$ cat src/rtl/sig_voter_pkg.sv
package sig_voter_pkg;

  typedef enum logic [1:0] {
    VS_RUN  = 2'd0,
    VS_WAIT = 2'd1,
    VS_HALT = 2'd2
  } vstate_e;

  typedef struct packed {
    logic       resolved;
    logic [1:0] culprit;
  } verdict_t;

  // Turn the per-processor "lone outlier" flags into a verdict.
  function automatic verdict_t lone_to_verdict(input logic [3:0] lone);
    verdict_t v;
    v.resolved = $onehot(lone);
    v.culprit  = 2'd0;
    for (int i = 0; i < 4; i++) begin
      if (lone[i]) v.culprit = 2'(i);
    end
    return v;
  endfunction

endpackage

$ cat src/rtl/vt_capture.sv
module vt_capture #(
  parameter int SIG_W = 32
) (
  input  logic             clk,
  input  logic             rst_n,
  input  logic             enable,
  input  logic             strobe,
  input  logic [SIG_W-1:0] sig_a,
  input  logic [SIG_W-1:0] sig_b,
  output logic [SIG_W-1:0] held_a,
  output logic [SIG_W-1:0] held_b,
  output logic [SIG_W-1:0] cur_a,
  output logic [SIG_W-1:0] cur_b,
  output logic             mismatch_evt
);
  logic take;
  assign take = enable && strobe;

  always_ff @(posedge clk) begin
    if (!rst_n) begin
      held_a <= '0;
      held_b <= '0;
    end else if (take) begin
      held_a <= sig_a;
      held_b <= sig_b;
    end
  end

  assign cur_a        = take ? sig_a : held_a;
  assign cur_b        = take ? sig_b : held_b;
  assign mismatch_evt = take && (sig_a != sig_b);
endmodule

$ cat src/rtl/vt_window.sv
module vt_window #(
  parameter int LIMIT = 1024
) (
  input  logic clk,
  input  logic rst_n,
  input  logic clear,
  input  logic run,
  output logic expired
);
  localparam int CW = (LIMIT > 2) ? $clog2(LIMIT) : 1;
  localparam logic [CW-1:0] LAST = CW'(LIMIT - 1);

  logic [CW-1:0] cnt_q;

  always_ff @(posedge clk) begin
    if (!rst_n) begin
      cnt_q <= '0;
    end else if (clear) begin
      cnt_q <= '0;
    end else if (run && !expired) begin
      cnt_q <= cnt_q + 1'b1;
    end
  end

  assign expired = run && (cnt_q == LAST);
endmodule

$ cat src/rtl/vt_vote4.sv
module vt_vote4
  import sig_voter_pkg::*;
#(
  parameter int SIG_W = 32
) (
  input  logic [3:0][SIG_W-1:0] sigs,
  output logic [3:0]            lone,
  output verdict_t              verdict
);
  // Processor i is a lone outlier when the other three agree and i differs.
  for (genvar i = 0; i < 4; i++) begin : g_lone
    localparam int J = (i + 1) % 4;
    localparam int K = (i + 2) % 4;
    localparam int L = (i + 3) % 4;
    logic others_agree;
    assign others_agree = (sigs[J] == sigs[K]) && (sigs[K] == sigs[L]);
    assign lone[i]      = others_agree && (sigs[i] != sigs[J]);
  end

  assign verdict = lone_to_verdict(lone);
endmodule

$ cat src/rtl/sig_pair_voter.sv
module sig_pair_voter
  import sig_voter_pkg::*;
#(
  parameter int SIG_W        = 32,
  parameter int RESP_TIMEOUT = 1024
) (
  input  logic             clk,
  input  logic             rst_n,
  input  logic             vote_strobe,
  input  logic [SIG_W-1:0] sig_p0,
  input  logic [SIG_W-1:0] sig_p1,
  output logic             stop_p0,
  output logic             stop_p1,
  output logic             peer_tx_req,
  output logic             peer_tx_rsp,
  output logic [SIG_W-1:0] peer_tx_sig0,
  output logic [SIG_W-1:0] peer_tx_sig1,
  input  logic             peer_rx_req,
  input  logic             peer_rx_rsp,
  input  logic [SIG_W-1:0] peer_rx_sig0,
  input  logic [SIG_W-1:0] peer_rx_sig1,
  input  logic             recover_pulse,
  output logic             fault_valid,
  output logic [1:0]       fault_idx,
  output logic             unrecoverable,
  output logic             link_fail
);
  vstate_e state_q, state_d;

  // Named internal events
  logic in_run, in_wait, in_halt;
  logic mismatch_evt, rsp_taken, wait_expired, release_taken;
  logic vote_fault, vote_unrec;
  logic [SIG_W-1:0] held_a, held_b, cur_a, cur_b;
  logic [3:0][SIG_W-1:0] vote_sigs;
  logic [3:0] lone;
  verdict_t verdict;

  // Output registers
  logic             stop_q, tx_req_q, tx_rsp_q, fv_q, unrec_q, lfail_q;
  logic [SIG_W-1:0] tx_s0_q, tx_s1_q;
  logic [1:0]       fidx_q;

  assign in_run  = (state_q == VS_RUN);
  assign in_wait = (state_q == VS_WAIT);
  assign in_halt = (state_q == VS_HALT);

  vt_capture #(.SIG_W(SIG_W)) u_capture (
    .clk          (clk),
    .rst_n        (rst_n),
    .enable       (in_run),
    .strobe       (vote_strobe),
    .sig_a        (sig_p0),
    .sig_b        (sig_p1),
    .held_a       (held_a),
    .held_b       (held_b),
    .cur_a        (cur_a),
    .cur_b        (cur_b),
    .mismatch_evt (mismatch_evt)
  );

  assign rsp_taken = in_wait && peer_rx_rsp;

  vt_window #(.LIMIT(RESP_TIMEOUT)) u_window (
    .clk     (clk),
    .rst_n   (rst_n),
    .clear   (mismatch_evt),
    .run     (in_wait && !peer_rx_rsp),
    .expired (wait_expired)
  );

  assign vote_sigs[0] = held_a;
  assign vote_sigs[1] = held_b;
  assign vote_sigs[2] = peer_rx_sig0;
  assign vote_sigs[3] = peer_rx_sig1;

  vt_vote4 #(.SIG_W(SIG_W)) u_vote (
    .sigs    (vote_sigs),
    .lone    (lone),
    .verdict (verdict)
  );

  assign vote_fault    = rsp_taken && verdict.resolved;
  assign vote_unrec    = rsp_taken && !verdict.resolved;
  assign release_taken = in_halt && recover_pulse;

  always_comb begin
    state_d = state_q;
    unique case (state_q)
      VS_RUN: begin
        if (mismatch_evt)     state_d = VS_WAIT;
        else if (peer_rx_req) state_d = VS_HALT;
      end
      VS_WAIT: begin
        if (rsp_taken || wait_expired) state_d = VS_HALT;
      end
      VS_HALT: begin
        if (recover_pulse) state_d = VS_RUN;
      end
      default: state_d = VS_RUN;
    endcase
  end

  always_ff @(posedge clk) begin
    if (!rst_n) begin
      state_q  <= VS_RUN;
      stop_q   <= 1'b0;
      tx_req_q <= 1'b0;
      tx_rsp_q <= 1'b0;
      tx_s0_q  <= '0;
      tx_s1_q  <= '0;
      fv_q     <= 1'b0;
      fidx_q   <= 2'd0;
      unrec_q  <= 1'b0;
      lfail_q  <= 1'b0;
    end else begin
      state_q  <= state_d;
      stop_q   <= (state_d != VS_RUN);
      tx_req_q <= mismatch_evt;
      tx_rsp_q <= peer_rx_req;
      tx_s0_q  <= peer_rx_req ? cur_a : '0;
      tx_s1_q  <= peer_rx_req ? cur_b : '0;
      fv_q     <= vote_fault;
      if (vote_fault)         fidx_q <= verdict.culprit;
      else if (release_taken) fidx_q <= 2'd0;
      if (vote_unrec)         unrec_q <= 1'b1;
      else if (release_taken) unrec_q <= 1'b0;
      if (wait_expired)       lfail_q <= 1'b1;
      else if (release_taken) lfail_q <= 1'b0;
    end
  end

  assign stop_p0       = stop_q;
  assign stop_p1       = stop_q;
  assign peer_tx_req   = tx_req_q;
  assign peer_tx_rsp   = tx_rsp_q;
  assign peer_tx_sig0  = tx_s0_q;
  assign peer_tx_sig1  = tx_s1_q;
  assign fault_valid   = fv_q;
  assign fault_idx     = fidx_q;
  assign unrecoverable = unrec_q;
  assign link_fail     = lfail_q;
endmodule

$ cat config.mk
export PLATFORM = sky130hd
export DESIGN_NAME = sig_pair_voter
export DESIGN_NICKNAME = d
export VERILOG_FILES = /design/src/rtl/sig_voter_pkg.sv /design/src/rtl/vt_capture.sv /design/src/rtl/vt_window.sv /design/src/rtl/vt_vote4.sv /design/src/rtl/sig_pair_voter.sv
export SDC_FILE = /design/constraint.sdc
export NUM_CORES = 1
export LEC_CHECK = 0
export ABC_CLOCK_PERIOD_IN_PS = 3900
export BUFFER_PORTS_ARGS = -buffer_cell sky130_fd_sc_hd__buf_4
export CAP_MARGIN = 20
export CORE_ASPECT_RATIO = 1.75
export CORE_MARGIN = 1
export CORE_UTILIZATION = 51
export CTS_BUF_LIST = sky130_fd_sc_hd__clkbuf_8 sky130_fd_sc_hd__clkbuf_16
export CTS_CLUSTER_DIAMETER = 30
export CTS_CLUSTER_SIZE = 25
export DETAILED_ROUTE_END_ITERATION = 8
export HOLD_SLACK_MARGIN = 0.12
export PLACE_DENSITY = 0.76
export SKIP_CTS_REPAIR_TIMING = 1
export SLEW_MARGIN = 20
export SYNTH_ARGS = -nofsm -noshare
export SYNTH_HDL_FRONTEND = slang
export SYNTH_SLANG_ARGS = --single-unit
$ cat constraint.sdc
create_clock -name clk -period 3.9 [get_ports clk]
set_input_delay 0.585 -clock clk [delete_from_list [all_inputs] [get_ports clk]]
set_output_delay 0.585 -clock clk [all_outputs]
set_load 0.01 [all_outputs]
======== Word-level counts from Yosys, hierarchy flattened ========
Cells that the tools add are included.
word-level totals
  flip-flop bits (word level) ............. 148
  bits in latches ......................... 0
  memory bits (writable) .................. 0
  ROM bits ................................ 0
  input port bits ......................... 134
  output and inout port bits .............. 73
  memories ................................ 0
cells by class
  add/subtract/negate cells ............... 4
  multiply operators ...................... 0
  divide/modulo/power cells ............... 0
  magnitude comparators ................... 0
  equality and inequality tests ........... 13
  shifts and indexed selects .............. 0
  muxes and demuxes ....................... 15
  bitwise gates (word level) .............. 1
  reduce and logical (&&, ||, !) cells .... 28
operators by type and width
  kind                     count
  $ne A32 B32 Y1           5
  $eq A32 B32 Y1           4
  $mux W32                 2
  $logic_and A1 B1 Y1      17
  $mux W2                  8
  $add A10 B1 Y10 const B  1
  $eq A10 B10 Y1 const B   1
  $reduce_bool A2 Y1       4
  $pmux W2 S3              1
  $add A1 B1 Y2            2
  $mux W1                  4
  $add A3 B3 Y3            1
  $eq A3 B1 Y1 const B     1
  $logic_not A1 Y1         3
  $eq A2 B1 Y1 const B     1
  $eq A2 B2 Y1 const B     1
  $logic_not A2 Y1         1
  $reduce_and A2 Y1        1
  $reduce_or A2 Y1         1
  $logic_or A1 B1 Y1       1
  $not A1 Y1               1

======== Logic depth before layout (Yosys ltp) ========
Gate-level depths: netlist of run 1.
  depth in word-level cells ............... 9
  mapped depth ............................ 15

======== Modules after synthesis ========
Synthesis of run 1 repeated with hierarchy kept, for this count alone.
second synthesis, totals
  cell total of the unflattened synthesis .. 682
  area total of the unflattened synthesis .. 7,268.2 µm²
modules (own cells, without submodules)
  module          times used  cells each  area an instance (µm²)  seq. area each (µm²)
  vt_capture      1           250         3,036.7                 1,281.2
  sig_pair_voter  1           182         2,128.3                 1,481.4
  vt_vote4        1           184         1,516.5                 0.0
  vt_window       1           66          586.8                   200.2

======== Worst setup path after synthesis of run 1 ========
No wires, ideal clock.
  path kind ............................... in2reg
  from .................................... input peer_rx_sig0[20]
  to ...................................... register fidx_q[0], in the netlist fault_idx[0]
  data arrival time ....................... 3,461 ps
  setup slack ............................. 314 ps
  stages on the path ...................... 13
  path buffers ............................ 0
  cells stage by stage .................... xor2_1 > nor4_1 > nand4_1 > or4_1 > nor3_1 > ha_1 > ha_1 > fa_1 > nor2_1 > and4_1 > and4_1 > a32oi_1 > o21ai_0
on the way
  cells in the longest elaborated chain, start to end .. 8
RTL lines
  item                                                  line                   RTL
  start, declared                                       sig_pair_voter.sv:20   input logic [SIG_W-1:0] peer_rx_sig0,
  $eq A32 B32 Y1                                        vt_vote4.sv:16         assign others_agree = (sigs[J] == sigs[K]) && (sigs[K] == sigs[L]);
  $logic_and A1 B1 Y1                                   vt_vote4.sv:16
  $logic_and A1 B1 Y1                                   vt_vote4.sv:17         assign lone[i] = others_agree && (sigs[i] != sigs[J]);
  $add A1 B1 Y2 (not written as such)                   sig_voter_pkg.sv:17    v.resolved = $onehot(lone);
  $add A3 B3 Y3 (not written as such)                   sig_voter_pkg.sv:17
  $eq A3 B1 Y1                                          sig_voter_pkg.sv:17
  $logic_and A1 B1 Y1                                   sig_pair_voter.sv:83   assign vote_fault = rsp_taken && verdict.resolved;
  $mux W2 / $reduce_bool A2 Y1 (equally long branches)  --
  end signal, assigned                                  sig_pair_voter.sv:124  if (vote_fault) fidx_q <= verdict.culprit;
  end, declared                                         sig_pair_voter.sv:42   logic [1:0] fidx_q;
Parallel ways exist; a longest one is shown, timed or not.
A chain may end at the register's enable or synchronous reset.

======== Final worst setup path of run 1 ========
  from .................................... input peer_rx_sig0[13]
  to ...................................... register fidx_q[0], in the netlist fault_idx[0]
Same word-level chain as after synthesis.

==> flow_summary.ini, run 1 <==
[outcome]
status = complete, no violations

[global_route]
grt.total_usage = 0.333
grt_pass1_vias = 6241
antenna_found_initial = 0
gr-total-overflow = 0
grt_pass1_wl_um = 32900
grt_max_degree = 69

[critical_path]
crit_fanout = 4
reg2reg_to = fault_idx[0]$_SDFFE_PN0P_
crit_path_start = peer_rx_sig0[13]
crit_type = in -> reg
crit_slowest_cell = or4_1
critPathArrivalTime_ps = 4020
startpoint_type = primary input
r2r_cells = 13
required_ps = 4200
slowest_delay_ps = 570
r2r-start = u_capture.held_a[30]$_SDFF_PN0_
reg2reg_setup_slack_ps = 200
path_cells = buf_4 -> xor2_1 -> nor4_2 -> buf_4 -> nand2_1 -> or4_1 -> nor3_1 -> ha_1 -> ha_1 -> fa_1 -> nor2_1 -> and4_1 -> and4_1 -> a32oi_1 -> o21ai_0
crit_path_end_kind = register
crit_path_end = fault_idx[0]$_SDFFE_PN0P_

[route]
wirelength_um = 21900
drt_iter0_drc = 384
via_count = 6151
ant_nets = 0
drcViolationCount = 0
first_pass_iters = 5
vias_per_cell = 5.41
wire_per_inst_um = 19.2

[yosys]
synthFlopType = dfxtp_1
synthArstFlopShare = 0
syn-num-nets = 877
synthXorXnorAreaFrac = 0.225
synthCells = 737
ys_seq_elements = 148
synthMuxAreaShare = 0.00323
synth_top_family_by_area = simple AND/OR/NAND/NOR gates
synth-edff-count = 0
syn-cell-area_mm2 = 0.00659
avgSynthCellArea_um2 = 8.94
synthSimpleGateAreaFrac = 0.225
ys_seq_area_frac = 0.450
yosysWarningCount = 0
yosys.area_share.adder = 0.0125
synth_compound_area_frac = 0.0638
synth_cell_types = 37

[sta]
rsz0062_at_grt = false
drv_slew = 0
tightestPinTransition_ps = 792
final-setup-viol-count = 0
hold_viol = 0
setup_ws_ps = 178
slew_headroom = 0.467
tns_ps = 0
period_needed_ps = 3720
max_freq_mhz = 269
finalClockSkew_ps = 7.29
fin_hold_ws_ps = 431
fin_crit_sh = 0.954

[die]
fp.dieW_um = 87.9
row_count = 54
num_io_pins = 207
die_area_mm2 = 0.0134
die_y_um = 152
coreArea_mm2 = 0.0125
start_util = 0.527

[pwr]
p_leak_nw = 4.08
ir_worst_vdd_mv = 0.315
power_density_mw_per_mm2 = 441

[clock_tree]
clock_sink_count = 148
clk_path_buf_depth = 2
root_buffer = clkbuf_16
clkTransAtPathRegs_ps = 60
cts_buffers = 17
clock_latency_ps = 420
cts_tree = built
htreeDepth = 4

[placement]
place_ws_ps = -370
dp_cells = 1106
gp_congestion = 0.949
io_buffer_count = 206
dp_hpwl_um = 17000

[cells_and_area]
syn_to_final_growth_pct = 36.9
fin_cells = 1138
layout_common_cells = 229 x buf_4, 148 x dfxtp_1, 136 x nand2_1
antenna_cells = 0
final_nets = 1097
layout-drive-gt1-share = 0.280
final_common_cell = buf_4

[hold_path]
min_from = sig_p0[10]
hold_path_class = in -> reg

[run]
drv_cap = 0
==> power breakdown <==
group | switching (mW) | internal, mW | leakage [nW]
clock | 0.724 | 0.906 | 0.287
combinational | 0.353 | 0.305 | 2.58
sequential | 0.0880 | 1.60 | 1.21
==> cell usage after synthesis (2+ instances only) <==
cell | instances | area share
nand4_1 | 19 | 0.018
and4_1 | 3 | 0.0040
nor3_1 | 3 | 0.0023
nor2_1 | 22 | 0.013
clkbuf_1 | 22 | 0.013
xor2_1 | 124 | 0.16
a21oi_1 | 66 | 0.050
a32oi_1 | 2 | 0.0027
and2_1 | 66 | 0.063
nand2_1 | 137 | 0.078
nand3_1 | 8 | 0.0061
dfxtp_1 | 148 | 0.45
inv_1 | 6 | 0.0034
nor4_1 | 35 | 0.033
buf_1 | 4 | 0.0023
ha_1 | 5 | 0.0095
xnor2_1 | 45 | 0.060
o21ai_0 | 3 | 0.0023
==> cells by family (layout without fill, tap and decap cells) <==
logic type      count (synthesis)  count (layout)
mux                             2               2
fa+ha+maj                       6               6
xor+xnor                      169             169
simple gates                  301             301
buf+inv                        35             268
compound gates                 76              76
flops                         148             148
==> worst min-delay path by stage <==
stage	endpoint	slack (ps)	cells past startpoint
after floorplan	u_capture.held_b[24]$_SDFF_PN0_	480	2
after global placement	fault_idx[0]$_SDFFE_PN0P_	470	2
after detailed placement	u_capture.held_a[10]$_SDFF_PN0_	500	2
after CTS	u_capture.held_a[10]$_SDFF_PN0_	430	3
after global routing	u_capture.held_a[10]$_SDFF_PN0_	430	3
final	u_capture.held_a[10]$_SDFF_PN0_	430	3
==> sequential cells by signal (all words and copies together) (netlist names), 2 cells and up <==
register,cells
peer_tx_sig0,32
peer_tx_sig1,32
u_capture.held_a,32
u_capture.held_b,32
u_window.cnt_q,10
fault_idx,2
state_q,2
==> layout make-up <==
cell class | count | area, um2
clock inverter | 15 | 160
multi-input combinational | 554 | 3520
tap | 168 | 210
inverter | 7 | 28.8
sequential | 148 | 2960
clock buffer | 17 | 425
timing repair buffer | 229 | 1720
fill | 1003 | 3480
==> metal layers <==
layer / global-route usage / part of all wire / up-vias
li1: - / - / 2869
met1: 0.366 / 0.36 / 2888
met5: 0 / 0 / -
met3: 0.0758 / 0.066 / 88
met4: 0.220 / 0.069 / 0
met2: 0.559 / 0.51 / 306
==> worst max-delay path: cells and delay by family <==
family                   cells  cell delay [ps]
adder cells (fa/ha/maj)      3              970
XOR/XNOR                     1              160
AO/OA/AOI/OAI                2              290
AND/OR/NAND/NOR              7             1720
buffers and inverters        2              290
==> stage by stage <==
stage / utilization / power, mW / cell area (um2)
6_report: 0.722 / 3.98 / 9020
5_1_grt: 0.722 / 4.11 / 9020
4_1_cts: 0.720 / 3.97 / 9000
3_5_place_dp: 0.674 / 2.36 / 8420
3_3_place_gp: 0.673 / 2.35 / 8410
2_1_floorplan: - / 2.02 / 6590
(Power assumes the default switching activity.)
==> inputs of run 2 (changes only) <==
--- a/config.mk
+++ b/config.mk
@@ -6,7 +6,7 @@
 export NUM_CORES = 1
 export LEC_CHECK = 0
 export ABC_CLOCK_PERIOD_IN_PS = 3900
-export BUFFER_PORTS_ARGS = -buffer_cell sky130_fd_sc_hd__buf_4
+export BUFFER_PORTS_ARGS = -buffer_cell sky130_fd_sc_hd__buf_2
 export CAP_MARGIN = 20
 export CORE_ASPECT_RATIO = 1.75
 export CORE_MARGIN = 1
==> run 2 against run 1 <==
  * First-iteration DRC count up 9.4%
  * Via count shrank 1.1%
  * Core utilization is 3.6 points lower
  * Register-to-register slack is essentially flat
  * Critical path type is now reg -> reg
  * Critical endpoint unchanged
  * Largest power group unchanged
==> flow_summary.ini, run 2 (synthesis gave the netlist of run 1 again) <==
[outcome]
status = complete, no violations

[route]
vias_per_cell = 5.28
wire_per_inst_um = 18.2
wirelength_um = 21000
drt_iter0_drc = 420
ant_nets = 0
via_count = 6086
first_pass_iters = 5
drcViolationCount = 0

[critical_path]
crit_fanout = 4
slowest_delay_ps = 470
path_cells = xor2_1 -> nor4_1 -> buf_4 -> nand4_1 -> or2_2 -> inv_1 -> and3_1 -> ha_1 -> ha_1 -> fa_1 -> nor2_1 -> and4_1 -> and4_1 -> a32oi_1 -> o21ai_0
required_ps = 4200
crit_path_end_kind = register
crit_type = reg -> reg
critPathArrivalTime_ps = 4000
startpoint_type = register
crit_slowest_cell = fa_1
crit_path_start = u_capture.held_b[15]$_SDFF_PN0_
r2r-start = u_capture.held_b[15]$_SDFF_PN0_

[global_route]
grt_pass1_wl_um = 31500
gr-total-overflow = 0
antenna_found_initial = 2
grt_pass1_vias = 6002
grt.total_usage = 0.322
grt_max_degree = 68

[cells_and_area]
design_area_mm2 = 0.00858
final_common_cell = buf_2
final_nets = 1110
fillers = 1054
fin_util = 0.686
layout-drive-gt1-share = 0.286
syn_to_final_growth_pct = 30.2
layout_common_cells = 206 x buf_2, 148 x dfxtp_1, 136 x nand2_1

[sta]
rsz0062_at_grt = false
finalClockSkew_ps = 6.83
fin_hold_ws_ps = 431
final-setup-viol-count = 0
hold_viol = 0
max_freq_mhz = 270
setup_ws_ps = 202
drv_slew = 0
slew_headroom = 0.331
period_needed_ps = 3700
fin_crit_sh = 0.948
tightestPinTransition_ps = 1000

[clock_tree]
cts_tree = built
clock_sink_count = 148
clk_path_buf_depth = 2
cts_buffers = 17
htreeDepth = 4
clock_latency_ps = 420
root_buffer = clkbuf_16
clkTransAtPathRegs_ps = 60

[die]
coreArea_mm2 = 0.0125
num_io_pins = 207
row_count = 54
die_y_um = 152
fp.dieW_um = 87.9
start_util = 0.527
die_area_mm2 = 0.0134

[placement]
gp_congestion = 0.963
io_buffer_count = 206
place_ws_ps = -154
dp_hpwl_um = 16200
place_area_mm2 = 0.00799

[hold_path]
min_from = sig_p0[3]
hold_path_class = in -> reg

[pwr]
ir_worst_vdd_mv = 0.277
power_density_mw_per_mm2 = 453
p_leak_nw = 4.01

[run]
drv_cap = 0
-- run 2: cell count changes in the layout (fill, tap and decap cells not counted), moves of 3 or more --
cell / before / now
buf_2: 0 / 206
buf_4: 229 / 36
clkinvlp_4: 1 / 4
inv_6: 7 / 4
-- run 2: through the flow --
stage / instances / power, mW / setup TNS, ps
floorplan: 737 / 2.02 / 0
global placement: 1119 / 2.30 / -155
detailed placement: 1119 / 2.31 / -273
CTS: 1151 / 3.88 / 0
global route: 1153 / 4.00 / 0
finish: 1153 / 3.88 / 0
-- run 2: worst paths after layout --
path | to | slack, ps | cells after the start
setup / recovery | fault_idx[0]$_SDFFE_PN0P_ | 200 | 15
hold reg to reg | fault_idx[0]$_SDFFE_PN0P_ | 480 | 2
hold / removal | u_capture.held_a[3]$_SDFF_PN0_ | 430 | 3
setup reg to reg | fault_idx[0]$_SDFFE_PN0P_ | 200 | 15
-- run 2: area by class of cell --
| class | count | area, um2 | area share |
|---|---|---|---|
| multi-input combinational | 554 | 3490 | 0.407 |
| antenna | 2 | 5.00 | 0.000584 |
| tap | 168 | 210 | 0.0245 |
| clock buffer | 19 | 453 | 0.0528 |
| timing repair buffer | 242 | 1300 | 0.152 |
| inverter | 7 | 26.3 | 0.00306 |
| clock inverter | 13 | 125 | 0.0146 |
| sequential | 148 | 2960 | 0.345 |
-- run 2: critical path, delay by kind of cell, from the launching register on --
kind,cells,cell delay (ps)
adders and majority gates,3,890
and+or+nand+nor,7,1550
AOI/OAI and AO/OA,2,280
xor gates and xnor gates,1,180
buffers and inverters,2,290
DFF,1,370
-- run 2: power breakdown --
group	internal [mW]	switching [mW]	total (mW)
Combinational	0.256	0.347	0.603
Sequential	1.60	0.0859	1.68
Clock	0.919	0.674	1.59
Total	2.77	1.11	3.88
-- run 2: routing by layer --
metal  track usage  routed length, um  up-vias
li1              -                  -     2899
met1         0.349               7660     2824
met2         0.548              10600      285
met3        0.0639               1350       78
met4         0.220               1390        0
met5             0                  0        -
